[config.mk]
export PLATFORM = sky130hd
export DESIGN_NAME = sdram_bank_tracker
export DESIGN_NICKNAME = d
export VERILOG_FILES = /design/src/rtl/sbt_pkg.sv /design/src/rtl/sbt_mode.sv /design/src/rtl/sbt_cmd_decode.sv /design/src/rtl/sbt_bank.sv /design/src/rtl/sdram_bank_tracker.sv
export SDC_FILE = /design/constraint.sdc
export NUM_CORES = 1
export LEC_CHECK = 0
export CORE_UTILIZATION = 40
export CTS_BUF_LIST = sky130_fd_sc_hd__clkbuf_4
export DETAILED_ROUTE_END_ITERATION = 10
export HOLD_SLACK_MARGIN = 0.05
export SLEW_MARGIN = 15
export SYNTH_ARGS = -nofsm -noshare
export SYNTH_HDL_FRONTEND = slang
export SYNTH_SLANG_ARGS = --single-unit
[constraint.sdc]
create_clock -name clk -period 2.47 [get_ports clk]
set_input_delay 0.3705 -clock clk [delete_from_list [all_inputs] [get_ports clk]]
set_output_delay 0.3705 -clock clk [all_outputs]
set_load 0.01 [all_outputs]
[src/rtl/sbt_pkg.sv]
package sbt_pkg;
    localparam int NBANK  = 4;
    localparam int BANK_W = $clog2(NBANK);
    localparam int CNT_W  = 4;

    typedef enum logic [3:0] {
        CMD_NOP  = 4'd0,
        CMD_ACT  = 4'd1,
        CMD_RD   = 4'd2,
        CMD_WR   = 4'd3,
        CMD_WRAP = 4'd4,
        CMD_PRE  = 4'd5,
        CMD_PALL = 4'd6,
        CMD_REF  = 4'd7,
        CMD_MRS  = 4'd8
    } cmd_e;

    typedef enum logic [1:0] {BK_CLOSED, BK_OPEN, BK_CLOSING} bank_st_e;
    typedef enum logic {MODE_UNSET, MODE_READY} mode_st_e;
endpackage

[src/rtl/sbt_mode.sv]
module sbt_mode
    import sbt_pkg::*;
(
    input  logic             clk,
    input  logic             rst,
    input  logic             mrs_i,
    input  logic [1:0]       code_i,
    input  logic             single_i,
    output logic             valid_o,
    output logic [CNT_W-1:0] beats_o
);
    mode_st_e   st_q, st_d;
    logic [1:0] code_q;
    logic       single_q;

    always_comb begin
        st_d = st_q;
        unique case (st_q)
            MODE_UNSET: if (mrs_i) st_d = MODE_READY;
            MODE_READY: st_d = MODE_READY;
            default:    st_d = MODE_UNSET;
        endcase
    end

    always_ff @(posedge clk) begin
        if (rst) begin
            st_q     <= MODE_UNSET;
            code_q   <= 2'd0;
            single_q <= 1'b0;
        end else begin
            st_q <= st_d;
            if (mrs_i) begin
                code_q   <= code_i;
                single_q <= single_i;
            end
        end
    end

    always_comb begin
        valid_o = (st_q == MODE_READY);
        beats_o = single_q ? CNT_W'(1) : (CNT_W'(1) << code_q);
    end

    assert_mode_held_R3: assert property (@(posedge clk) disable iff (rst)
        valid_o |=> valid_o);
endmodule

[src/rtl/sbt_cmd_decode.sv]
module sbt_cmd_decode
    import sbt_pkg::*;
(
    input  logic [3:0]       cmd_i,
    input  logic [BANK_W-1:0] sel_i,
    input  logic             burst_hi_i,
    input  logic             mode_valid_i,
    input  logic [NBANK-1:0] open_i,
    input  logic [NBANK-1:0] ready_i,
    output logic             err_o,
    output logic [NBANK-1:0] act_o,
    output logic [NBANK-1:0] pre_o,
    output logic [NBANK-1:0] ap_o,
    output logic             mrs_o
);
    logic [NBANK-1:0] hot;

    always_comb begin
        hot = '0;
        hot[sel_i] = 1'b1;
        err_o = 1'b0;
        act_o = '0;
        pre_o = '0;
        ap_o  = '0;
        mrs_o = 1'b0;
        if (!mode_valid_i && cmd_i != CMD_NOP && cmd_i != CMD_MRS) begin
            err_o = 1'b1;
        end else begin
            case (cmd_i)
                CMD_NOP:  ;
                CMD_ACT:  if (open_i[sel_i]) err_o = 1'b1; else act_o = hot;
                CMD_RD,
                CMD_WR:   if (!ready_i[sel_i]) err_o = 1'b1;
                CMD_WRAP: if (!ready_i[sel_i]) err_o = 1'b1; else ap_o = hot;
                CMD_PRE:  pre_o = hot;
                CMD_PALL: pre_o = '1;
                CMD_REF:  if (|open_i) err_o = 1'b1;
                CMD_MRS:  if ((|open_i) || burst_hi_i) err_o = 1'b1; else mrs_o = 1'b1;
                default:  err_o = 1'b1;
            endcase
        end
    end
endmodule

[src/rtl/sbt_bank.sv]
module sbt_bank
    import sbt_pkg::*;
#(
    parameter int ROW_W = 13
) (
    input  logic             clk,
    input  logic             rst,
    input  logic             act_i,
    input  logic             pre_i,
    input  logic             ap_i,
    input  logic [CNT_W-1:0] beats_i,
    input  logic [ROW_W-1:0] row_i,
    output logic             open_o,
    output logic             ready_o,
    output logic [ROW_W-1:0] row_o
);
    bank_st_e         st_q, st_d;
    logic [CNT_W-1:0] cnt_q;

    always_comb begin
        st_d = st_q;
        unique case (st_q)
            BK_CLOSED:  if (act_i) st_d = BK_OPEN;
            BK_OPEN:    if (pre_i) st_d = BK_CLOSED;
                        else if (ap_i) st_d = BK_CLOSING;
            BK_CLOSING: if (pre_i || cnt_q == CNT_W'(1)) st_d = BK_CLOSED;
            default:    st_d = BK_CLOSED;
        endcase
    end

    always_ff @(posedge clk) begin
        if (rst) begin
            st_q  <= BK_CLOSED;
            cnt_q <= '0;
            row_o <= '0;
        end else begin
            st_q <= st_d;
            if (st_q == BK_OPEN && ap_i)
                cnt_q <= beats_i;
            else if (st_q == BK_CLOSING && cnt_q != '0)
                cnt_q <= cnt_q - CNT_W'(1);
            if (st_q == BK_CLOSED && act_i)
                row_o <= row_i;
        end
    end

    always_comb begin
        open_o  = (st_q != BK_CLOSED);
        ready_o = (st_q == BK_OPEN);
    end

    assert_act_opens_R5: assert property (@(posedge clk) disable iff (rst)
        act_i |=> (open_o && row_o == $past(row_i)));
    assert_pre_closes_R8: assert property (@(posedge clk) disable iff (rst)
        pre_i |=> !open_o);
    assert_ap_closing_R7: assert property (@(posedge clk) disable iff (rst)
        (ap_i && beats_i > CNT_W'(1)) |=> (open_o && !ready_o));
endmodule

[src/rtl/sdram_bank_tracker.sv]
module sdram_bank_tracker
    import sbt_pkg::*;
#(
    parameter int ROW_W = 13
) (
    input  logic                   clk,
    input  logic                   rst,
    input  logic [3:0]             cmd_code,
    input  logic                   bank_sel_msb,
    input  logic                   bank_sel_lsb,
    input  logic [ROW_W-1:0]       addr,
    output logic [NBANK-1:0]       bank_open,
    output logic [NBANK*ROW_W-1:0] bank_rows,
    output logic                   mode_valid,
    output logic                   proto_err
);
    logic [NBANK-1:0] ready_w, act_w, pre_w, ap_w;
    logic             err_w, mrs_w;
    logic [CNT_W-1:0] beats_w;
    logic [ROW_W-1:0] row_w [NBANK];

    sbt_cmd_decode u_dec (
        .cmd_i        (cmd_code),
        .sel_i        ({bank_sel_msb, bank_sel_lsb}),
        .burst_hi_i   (addr[2]),
        .mode_valid_i (mode_valid),
        .open_i       (bank_open),
        .ready_i      (ready_w),
        .err_o        (err_w),
        .act_o        (act_w),
        .pre_o        (pre_w),
        .ap_o         (ap_w),
        .mrs_o        (mrs_w)
    );

    sbt_mode u_mode (
        .clk      (clk),
        .rst      (rst),
        .mrs_i    (mrs_w),
        .code_i   (addr[1:0]),
        .single_i (addr[9]),
        .valid_o  (mode_valid),
        .beats_o  (beats_w)
    );

    for (genvar b = 0; b < NBANK; b++) begin : g_bank
        sbt_bank #(.ROW_W(ROW_W)) u_bank (
            .clk     (clk),
            .rst     (rst),
            .act_i   (act_w[b]),
            .pre_i   (pre_w[b]),
            .ap_i    (ap_w[b]),
            .beats_i (beats_w),
            .row_i   (addr),
            .open_o  (bank_open[b]),
            .ready_o (ready_w[b]),
            .row_o   (row_w[b])
        );
        assign bank_rows[b*ROW_W +: ROW_W] = row_w[b];
    end

    always_ff @(posedge clk) begin
        if (rst) proto_err <= 1'b0;
        else     proto_err <= proto_err | err_w;
    end

    assert_err_sticky_R11: assert property (@(posedge clk) disable iff (rst)
        proto_err |=> proto_err);
    assert_closed_until_mode_R2: assert property (@(posedge clk) disable iff (rst)
        !mode_valid |-> (bank_open == '0));
    assert_bad_burst_flags_R3: assert property (@(posedge clk) disable iff (rst)
        (cmd_code == CMD_MRS && addr[2]) |=> proto_err);
    assert_ref_open_flags_R10: assert property (@(posedge clk) disable iff (rst)
        (cmd_code == CMD_REF && (|bank_open)) |=> proto_err);
endmodule

# Word-level counts from Yosys, hierarchy flattened

Cells that the tools add are included.

Flip-flop bits (word level): 81
Latch bits: 0
RAM bits: 0
Memory bits (read-only): 0
Memories: 0

Add/subtract/negate cells: 4
$mul: 0
Divide/modulo/power cells: 0
Magnitude comparators: 2
Eq/ne operators: 33
Shift-type cells: 1
Multiplexer cells: 54
Bitwise gates (word level): 2
Reduce and logical (&&, ||, !) cells: 46

Operators with widths:

| cell                                                                | number |
|---|---|
| 4-bit 2-to-1 mux                                                    | 16 |
| 2-bit 2-to-1 mux                                                    | 16 |
| 2-bit case mux with 3 select lines                                  | 4 |
| 4-bit by 1-bit == test with 1-bit output (second input constant)    | 5 |
| 4-bit nonzero test                                                  | 5 |
| 4-bit by 3-bit == test with 1-bit output (second input constant)    | 4 |
| 2-bit nonzero test                                                  | 8 |
| 4-bit by 1-bit subtractor with 4-bit output (second input constant) | 4 |
| 1-bit logical AND                                                   | 15 |
| 1-bit 2-to-1 mux                                                    | 12 |
| 3-bit != test (second input constant)                               | 4 |
| 3-bit AND reduction                                                 | 4 |
| 2-bit by 1-bit == test with 1-bit output (second input constant)    | 4 |
| 2-bit == test (second input constant)                               | 4 |
| 4-bit by 2-bit == test with 1-bit output (second input constant)    | 2 |
| 2-bit zero test                                                     | 4 |
| 2-bit by 1-bit != test with 1-bit output (second input constant)    | 4 |
| 2-bit != test (second input constant)                               | 4 |
| 4-bit case mux with 2 select lines                                  | 1 |
| 3-bit OR reduction                                                  | 2 |
| 1-bit logical OR                                                    | 5 |
| 1-bit case mux with 5 select lines                                  | 1 |
| 1-bit binary-select mux with 2-bit select                           | 2 |
| 4-bit == test (second input constant)                               | 1 |
| other kinds (11)                                                    | 11 |

# Depth between registers and ports, before layout

Gate-level depths: netlist of the first run.

Word-level depth: 10
Gate-level depth with buffers: 6

# Modules after synthesis

From an unflattened synthesis of the first run, not the netlist that was laid out.

Cell total of the unflattened synthesis: 406
Area, all modules: 3,896.2 um^2

By module, submodules not included:

| module             | instances | cells an instance | area each (um^2) | seq. area each (um^2) |
|---|---|---|---|---|
| sbt_bank           | 4         | 84                | 843.3            | 380.4 |
| sbt_cmd_decode     | 1         | 52                | 332.8            | 0.0 |
| sbt_mode           | 1         | 16                | 160.2            | 80.1 |
| sdram_bank_tracker | 1         | 2                 | 30.0             | 20.0 |

# Worst setup path before layout of the first run

Ideal clock, no wire load.

Kind: in2reg
From: input cmd_code[2]
To: register u_mode.code_q[1]
Arrival time: 1,564 ps
Slack: 779 ps
Stages on the path: 5
Buffers on the path: 1
Cell sequence: buf_4 -> or4b_1 -> nor4_4 -> mux2i_1 -> nor2_1

Cells in the longest elaborated chain, start to end: 4
Elaborated cells between the ends (all ways): 7
Those cells by class: eq/ne (2); mux (2); reduce/logical (3)

RTL lines:

| what                            | RTL line                | RTL |
|---|---|---|
| start: declaration              | sdram_bank_tracker.sv:8 | `input logic [3:0] cmd_code,` |
| 4-bit nonzero test              | sbt_cmd_decode.sv:26    | `if (!mode_valid_i && cmd_i != CMD_NOP && cmd_i != CMD_MRS) begin` |
| 1-bit logical AND (2 in series) | sbt_cmd_decode.sv:26    |  |
| 1-bit 2-to-1 mux (*)            | sbt_cmd_decode.sv:26    |  |
| end signal: assignment          | sbt_mode.sv:33          | `code_q <= code_i;` |
| end: declaration                | sbt_mode.sv:13          | `logic [1:0] code_q;` |

Every way passes the cells marked *; elsewhere a longest branch is shown, timed or not.
A chain may end at the register's enable or synchronous reset.

# Worst setup path in the final report of the first run

From: register g_bank[3].u_bank.st_q[0]
To: output bank_open[3]

Cells in the longest elaborated chain, start to end: 1

RTL lines:

| what                     | RTL line                 | RTL |
|---|---|---|
| start: declaration       | sbt_bank.sv:17           | `bank_st_e st_q, st_d;` |
| start signal: assignment | sbt_bank.sv:37           | `st_q <= st_d;` |
| 2-bit nonzero test       | sbt_bank.sv:48           | `open_o = (st_q != BK_CLOSED);` |
| end: declaration         | sdram_bank_tracker.sv:12 | `output logic [NBANK-1:0] bank_open,` |

Every way passes these cells.

==> metrics.md, run 1 <==
| Metric | Value |
|---|---|
| Dpl ws | `0.244 ns` |
| Synth Cell Area | `0.00386 mm^2` |
| Peak supply drop | `roughly 0.00025 V` |
| IO Count | `79` |
| Max Slew Vio Count | `0` |
| Number of buffers added on ports | `78` |
| Synthesis Warnings | `0` |
| Reported max-cap violation count | `0` |
| First-pass GRT wire length | `16,300 um` |
| Hold violation count in the final report | `0` |
| Sum of net half-perimeters after detailed placement | `about 7000 um` |
| Static leakage | `2.16 nW` |
| Post-CTS setup buffer count | `0` |
| Final critical-path required period | `about 2 ns` |
| Residual DRC | `0` |
| Worst endpoint data arrival time | `approximately 1.6 ns` |
| Detailed-routing iteration count for the pre-antenna-repair pass | `4` |
| Required time of the critical path | `around 2.1 ns` |
| Switching power as a share of total power | `around 25%` |
| Root Buffer | `clkbuf_4` |
| Antenna viol nets, final | `0` |
| Clock group share of total power | `35.4%` |
| Slew at the pin with the worst max-slew slack | `between 0.6 and 0.7 ns` |
| Setup repair after global routing missed its margin | `no` |
| Deepest level of the CTS H-tree | `3` |
| Part of the total power dissipated in combinational logic | `6.5%` |
| Count of cell types in the netlist | `52` |
| Main synth FF type | `dfxtp_1` |
| Count of placed standard cells in the final layout, fillers left out | `roughly 630` |
| Total clock buffers created by CTS | `9` |
| Net switching power | `0.560 mW` |
| CTS Sinks | `81` |
| Number of nets in the layout | `529` |
| Synthesized Nets | `439` |
| Total non-filler cell area in the finished layout | `0.00504 mm^2` |
| Highest attainable clock frequency | `503 MHz` |
| Initial antenna violation count | `0` |
| Vias per cell | `roughly 5.3` |
| Setup slack after layout | `~0.48 ns` |
| Via count of the first global-routing pass | `3,222` |
| Post-Route Setup TNS | `0 ns` |
| Worst-case headroom to the max-slew limit | `~58%` |
| Fraction of the cycle the final worst path needs | `approximately 80%` |
| Share of post-route cells with drive strength above 1 | `about an eighth` |
| Total power | `2.26 mW` |
| Critical path class | `flip-flop to output pin` |
| Total internal power | `between 1.5 and 2 mW` |
| Layout area overhead | `30.6%` |
| Floorplan Core Area | `slightly above 0.009 mm^2` |
| Number of instances resized during post-cts repair | `0` |
| Number of enable-type register cells in the synthesized netlist | `0` |
| Mean Syn Cell Area | `about 9.4 um^2` |
| Final Hold Slack | `roughly 0.44 ns` |
| Floorplan row count | `35` |
| Area of the die | `between 0.01 and 0.015 mm^2` |
| Number of buffers inserted by hold repair at cts | `0` |
| Clock tree from TritonCTS | `done` |
| Die span in y | `100 um` |
| Maximum number of pins on one net before global-route repair | `33` |
| Placed insts | `approximately 620` |
| Flop pwr share | `about three fifths` |
| Number of design-rule violations left by the first detailed-router iteration | `about 160` |
| GRT Total Usage | `between 20% and 30%` |
| Kind of end point of the critical path | `output pin` |
| Routed wire length | `approximately 10000 um` |
| Synthesis-stage register bit count | `between 80 and 90` |
| Starting density of the core | `about two fifths` |
| Skew-Pair Late Insertion Delay | `~0.42 ns` |
| Layout Skew | `0.0177 ns` |
| Largest fanout on the critical path | `7` |
| Type of the tightest min-delay check | `input port to flip-flop` |
| GRT overflow | `0` |
| Status | `completed` |
| Final weighted congestion in routability-driven placement | `approximately 0.86` |
| Clock slew seen by the registers of the worst setup and hold paths | `0.14 ns` |
| Die span in x | `between 100 and 150 um` |
| Final setup violating endpoints | `0` |
| Proportion of synthesized flip-flops having asynchronous set or reset | `0%` |
| Detail-routed net length per standard cell | `between 15 and 20 um` |
| Total power divided by cell area | `between 400 and 500 mW/mm^2` |
| Sequential share of the synthesized area | `42.0%` |
| # diodes | `0` |
| Nature of the critical path startpoint | `flip-flop` |
| Total vias in the final route | `~3,300` |
| Maximum buffer depth of the clock tree | `2` |
| Number of instances in the synthesized netlist | `slightly above 400` |
| End-of-flow core utilization | `54.3%` |
| Placed standard-cell area | `0.00490 mm^2` |
[final cells by class]
type / instances / area (um^2)
Tap cell: 129 / 161
Fill cell: 877 / 4250
Multi-Input combinational cell: 292 / 2060
Timing Repair Buffer: 105 / 1020
Sequential cell: 81 / 1620
Clock inverter: 6 / 67.6
Clock buffer: 10 / 75.1
Inverter: 11 / 41.3
[metal layers]
metal,global-route usage [%],share of wire [%],wire [um],vias to the layer above
met5,0,0,0,-
met4,7.36,1.5,152,0
met3,6.69,6.9,687,15
met2,33.5,46,4630,86
met1,26.3,45,4520,1609
li1,-,-,-,1631
[power groups by stage]
stage               Combinational (mW)  Sequential, mW  Clock (mW)
floorplan                       0.0649            1.34           0
global placement                 0.147            1.34           0
detailed placement               0.147            1.34           0
CTS                              0.147            1.31       0.822
global route                     0.161            1.31       0.877
finish                           0.147            1.31       0.798
[kinds of logic (layout without fill, tap and decap cells)]
logic type | after synthesis | after routing | share of synthesized area, %
multiplexers | 60 | 60 | 15.7
flip-flops | 81 | 81 | 42.0
AO/OA/AOI/OAI | 55 | 55 | 9.37
XOR/XNOR | 4 | 4 | 0.908
AND/OR/NAND/NOR | 165 | 165 | 24.7
buffers and inverters | 37 | 132 | 4.70
adder cells (fa/ha/maj) | 8 | 8 | 2.59
[cells in the mapped netlist (4+ instances only)]
cell type  number  area share [%]
a211o_1         5             1.1
a211oi_1        6             1.2
a21oi_1        20             2.6
buf_2           4            0.52
buf_4           6             1.2
clkbuf_1       13             1.3
dfxtp_1        81              42
ha_1            8             2.6
inv_1          11             1.1
mux2_2          4             1.2
mux2i_1        56              15
nand2_1        12             1.2
nand2b_1        4            0.65
nand3_1        12             1.6
nand3b_1        9             1.8
nor2_1         74             7.2
nor3_1          6            0.78
nor3b_1         6             1.2
nor4_1          4            0.65
nor4b_1         5             1.1
o21ai_0         9             1.2
o31ai_1         4            0.78
xnor2_1         4            0.91
[sequential cells by signal, summed over array words and instances (netlist names)]
register             count
g_bank.u_bank.row_o     52
g_bank.u_bank.cnt_q     16
g_bank.u_bank.st_q       8
u_mode.code_q            2
proto_err                1
u_mode.single_q          1
u_mode.valid_o           1
[worst paths after layout]
check                                                from                   endpoint  slack (ns)  cells past startpoint
worst max-delay path             g_bank[3].u_bank.st_q[0]               bank_open[3]        0.48                      2
worst min register to register  g_bank[1].u_bank.row_o[2]  g_bank[1].u_bank.row_o[2]        0.51                      2
worst min-delay path                                  rst  g_bank[3].u_bank.row_o[5]        0.44                      2
worst max register to register   g_bank[3].u_bank.st_q[0]           u_mode.code_q[0]        0.64                      4
[critical path, stage by stage (launching register included)]
cell and delay [ns]:
dfxtp_1 0.39, or2_2 0.31, clkdlybuf4s50_1 0.49
[cell usage in the layout, fill, tap and decap left out, types with 2 or more instances in the layout]
cell              n
nand4b_1          3
buf_12            3
clkdlybuf4s50_1  77
o31ai_1           4
or2b_1            2
mux2_2            4
nor3b_1           6
clkbuf_4         10
o21ai_0           9
ha_1              8
clkinvlp_4        2
a211o_1           5
xnor2_1           4
nor4_4            2
nor4b_1           5
or2_2             2
buf_4            24
nor3_1            6
a211oi_1          6
inv_1            11
nand4bb_1         3
nand3b_1          9
mux2i_1          56
nor4_1            4
o21bai_1          2
or4_1             2
a21oi_1          20
nor2b_1           3
nor4bb_1          2
dfxtp_1          81
nand3_2           3
nor2_1           74
nand3_1          12
nand2b_1          4
nand2_1          12
or4_4             3
and3_1            2
Note: power is estimated with default switching activity, not from simulation.
==> run 2, diff against run 1 <==
--- a/config.mk
+++ b/config.mk
@@ -9,6 +9,7 @@
 export CTS_BUF_LIST = sky130_fd_sc_hd__clkbuf_4
 export DETAILED_ROUTE_END_ITERATION = 10
 export HOLD_SLACK_MARGIN = 0.05
+export PLACE_DENSITY = 0.67
 export SLEW_MARGIN = 15
 export SYNTH_ARGS = -nofsm -noshare
 export SYNTH_HDL_FRONTEND = slang
==> constraint.sdc (replaced) <==
create_clock -name clk -period 1.7 [get_ports clk]
set_input_delay 0.255 -clock clk [delete_from_list [all_inputs] [get_ports clk]]
set_output_delay 0.255 -clock clk [all_outputs]
set_load 0.01 [all_outputs]
==> run 2 against run 1 <==
Compared with the run above:
- core utilization is 2.9 points higher
- register-to-register slack got worse by 0.61 ns
- critical path type is now flip-flop to flip-flop
- sequential cell count stayed put
- critical path depth up 3
- final cell count rose by 4.7%
- largest power group unchanged
- largest cell class unchanged
- routed wire length is 2.7% higher
- clock skew rose by 0.0063 ns
==> metrics.md, run 2 (synthesized netlist as in run 1, its figures left out) <==
| Metric | Value |
|---|---|
| Largest fanout on the critical path | `4 (-3)` |
| Die span in y | `100 um (unchanged)` |
| Family with the most delay on the worst path | `simple AND/OR/NAND/NOR gates` |
| Maximum number of pins on one net before global-route repair | `56 (+70%)` |
| Worst endpoint data arrival time | `1.99 ns (+0.37 ns)` |
| Status | `completed` |
| GRT overflow | `0 (unchanged)` |
| IO Count | `79 (unchanged)` |
| Hold-critical path endpoint | `u_mode.code_q[0]` |
| Root Buffer | `clkbuf_4` |
| Final setup violating endpoints | `0 (unchanged)` |
| Antenna viol nets, final | `0 (unchanged)` |
| Clock slew seen by the registers of the worst setup and hold paths | `0.14 ns (about the same)` |
| Routed wire length | `10,300 um (+2.7%)` |
| Sum of net half-perimeters after detailed placement | `7230 um (+2.2%)` |
| Number of design-rule violations left by the first detailed-router iteration | `144 (-12%)` |
| Kind of end point of the critical path | `flip-flop` |
| Total power divided by cell area | `604 mW/mm^2 (+35%)` |
| Vias per cell | `5.23 (-0.80%)` |
| Detailed-routing iteration count for the pre-antenna-repair pass | `4 (unchanged)` |
| Largest register by flop count | `g_bank.u_bank.row_o` |
| Maximum buffer depth of the clock tree | `2 (unchanged)` |
| Layout area overhead | `37.6%` |
| Post-Route Setup TNS | `0 ns (unchanged)` |
| Cells traversed along the worst timing path | `or4_4 > nor4_4 > buf_4 > mux2i_1 > nor2_1` |
| Registers with the most flip-flops | `g_bank.u_bank.row_o (52), g_bank.u_bank.cnt_q (16), g_bank.u_bank.st_q (8)` |
| Residual DRC | `0 (unchanged)` |
| Static leakage | `2.35 nW (+8.8%)` |
| Fraction of the cycle the final worst path needs | `98.1%` |
| Max stage delay cell, worst path | `or4_4` |
| Reported max-cap violation count | `0 (unchanged)` |
| Total vias in the final route | `3,471 (+3.9%)` |
| Type of the tightest min-delay check | `input port to flip-flop` |
| Final critical-path required period | `approximately 1.7 ns` |
| Via count of the first global-routing pass | `3,337 (+3.6%)` |
| Share of post-route cells with drive strength above 1 | `20.7% (+8.3 points)` |
| Setup repair after global routing missed its margin | `yes` |
| Nature of the critical path startpoint | `flip-flop` |
| Setup slack after layout | `0.0320 ns (-0.451 ns)` |
| Internal reg-to-reg setup slack | `0.03 ns (-0.61 ns)` |
| Area of the die | `0.0100 mm^2 (unchanged)` |
| Hold_sp | `rst` |
| Clock tree from TritonCTS | `done` |
| Reg-to-reg critical path endpoint | `u_mode.code_q[1]` |
| Worst-case headroom to the max-slew limit | `63.3% (+5.5 points)` |
| Number of buffers added on ports | `78 (unchanged)` |
| Slew at the pin with the worst max-slew slack | `0.549 ns (-0.0832 ns)` |
| Layout Skew | `0.0240 ns (+0.00626 ns)` |
| Floorplan row count | `35 (unchanged)` |
| Number of flip-flops in the largest register | `52 (unchanged)` |
| Required time of the critical path | `2.03 ns (-0.07 ns)` |
| Most common library cell in the layout ignoring fill and taps | `dfxtp_1` |
| CP Buf/Inv Count | `1 (unchanged)` |
| Dpl ws | `-0.328 ns (-0.571 ns)` |
| Highest attainable clock frequency | `around 600 MHz` |
| Peak supply drop | `0.000500 V (+100%)` |
| WHS Path Cells | `2 (unchanged)` |
| Count of cells along the worst register-to-register path | `5 (+1)` |
| Starting density of the core | `41.6% (unchanged)` |
| # diodes | `0 (unchanged)` |
| Largest stage delay on the critical path | `0.55 ns (+0.06 ns)` |
| Total clock buffers created by CTS | `9 (unchanged)` |
| First-pass GRT wire length | `16,200 um (-0.38%)` |
| Max Slew Vio Count | `0 (unchanged)` |
| Hold violation count in the final report | `0 (unchanged)` |
| Deepest level of the CTS H-tree | `3 (unchanged)` |
| GRT Total Usage | `20.8% (-0.096 points)` |
| Die span in x | `100 um (unchanged)` |
| CTS Sinks | `81 (unchanged)` |
| Final weighted congestion in routability-driven placement | `0.844 (-1.7%)` |
| Most frequent cells in the layout | `dfxtp_1 (73), nor2_1 (72), clkdlybuf4s50_1 (72), mux2i_1 (56), buf_4 (51)` |
| Skew-Pair Late Insertion Delay | `0.43 ns (about the same)` |
| Initial antenna violation count | `0 (unchanged)` |
| Critical path class | `flip-flop to flip-flop` |
| Number of nets in the layout | `559 (+5.7%)` |
| Start of the worst register-to-register path | `g_bank[3].u_bank.st_q[0]` |
| Detail-routed net length per standard cell | `15.5 um (-1.9%)` |
| Floorplan Core Area | `0.00928 mm^2 (unchanged)` |
-- run 2: power breakdown --
part,switching (mW),internal [mW],total (mW)
sequential,0.00320,1.90,1.91
clock,0.733,0.334,1.07
combinational,0.125,0.113,0.238
-- run 2: final cells by class --
type                       instances  area (um^2)
clock buffer                      10         75.1
sequential                        81         1630
timing repair buffer             135         1260
inverter                          11         41.3
clock inverter                     6         51.3
fill                             870         3970
multi-input combinational        292         2090
tap                              129          161
-- run 2: layer usage --
layer,share of wire (%),global-route usage [%]
met1,45,25.6
met3,8.7,7.94
met2,45,33.1
met5,0,0
met4,1.4,7.25
-- run 2: worst max path at each step --
stage / cells after the start / slack [ns] / start / end
2_1_floorplan: 4 / 0.05 / g_bank[0].u_bank.st_q[1] / g_bank[0].u_bank.cnt_q[0]
3_3_place_gp: 5 / -0.32 / bank_sel_lsb / g_bank[0].u_bank.cnt_q[0]
3_5_place_dp: 6 / -0.33 / cmd_code[3] / u_mode.code_q[1]
4_1_cts: 3 / -0.1 / g_bank[2].u_bank.st_q[1] / bank_open[2]
5_1_grt: 6 / -0.03 / g_bank[0].u_bank.st_q[0] / g_bank[0].u_bank.cnt_q[1]
6_report: 5 / 0.03 / g_bank[3].u_bank.st_q[0] / u_mode.code_q[1]
-- run 2: what timing repair did --
action,4_1_cts,5_1_grt
pin swaps,0,7
hold buffers,0,0
gates resized for setup,10,21
setup buffers,0,1
setup endpoints to repair,5,13
-- run 2: stage by stage --
stage	std cells	power (mW)	hold WS, ns	utilization, %	instance area (um^2)
3_3_place_gp	647	2.18	0.473	55.4	5140
4_1_cts	663	3.23	0.154	56.7	5270
6_report	664	3.21	0.168	57.2	5310
3_5_place_dp	647	2.18	0.488	55.4	5140
5_1_grt	664	3.35	0.161	57.2	5310
2_1_floorplan	410	2.04	0.399	-	3860
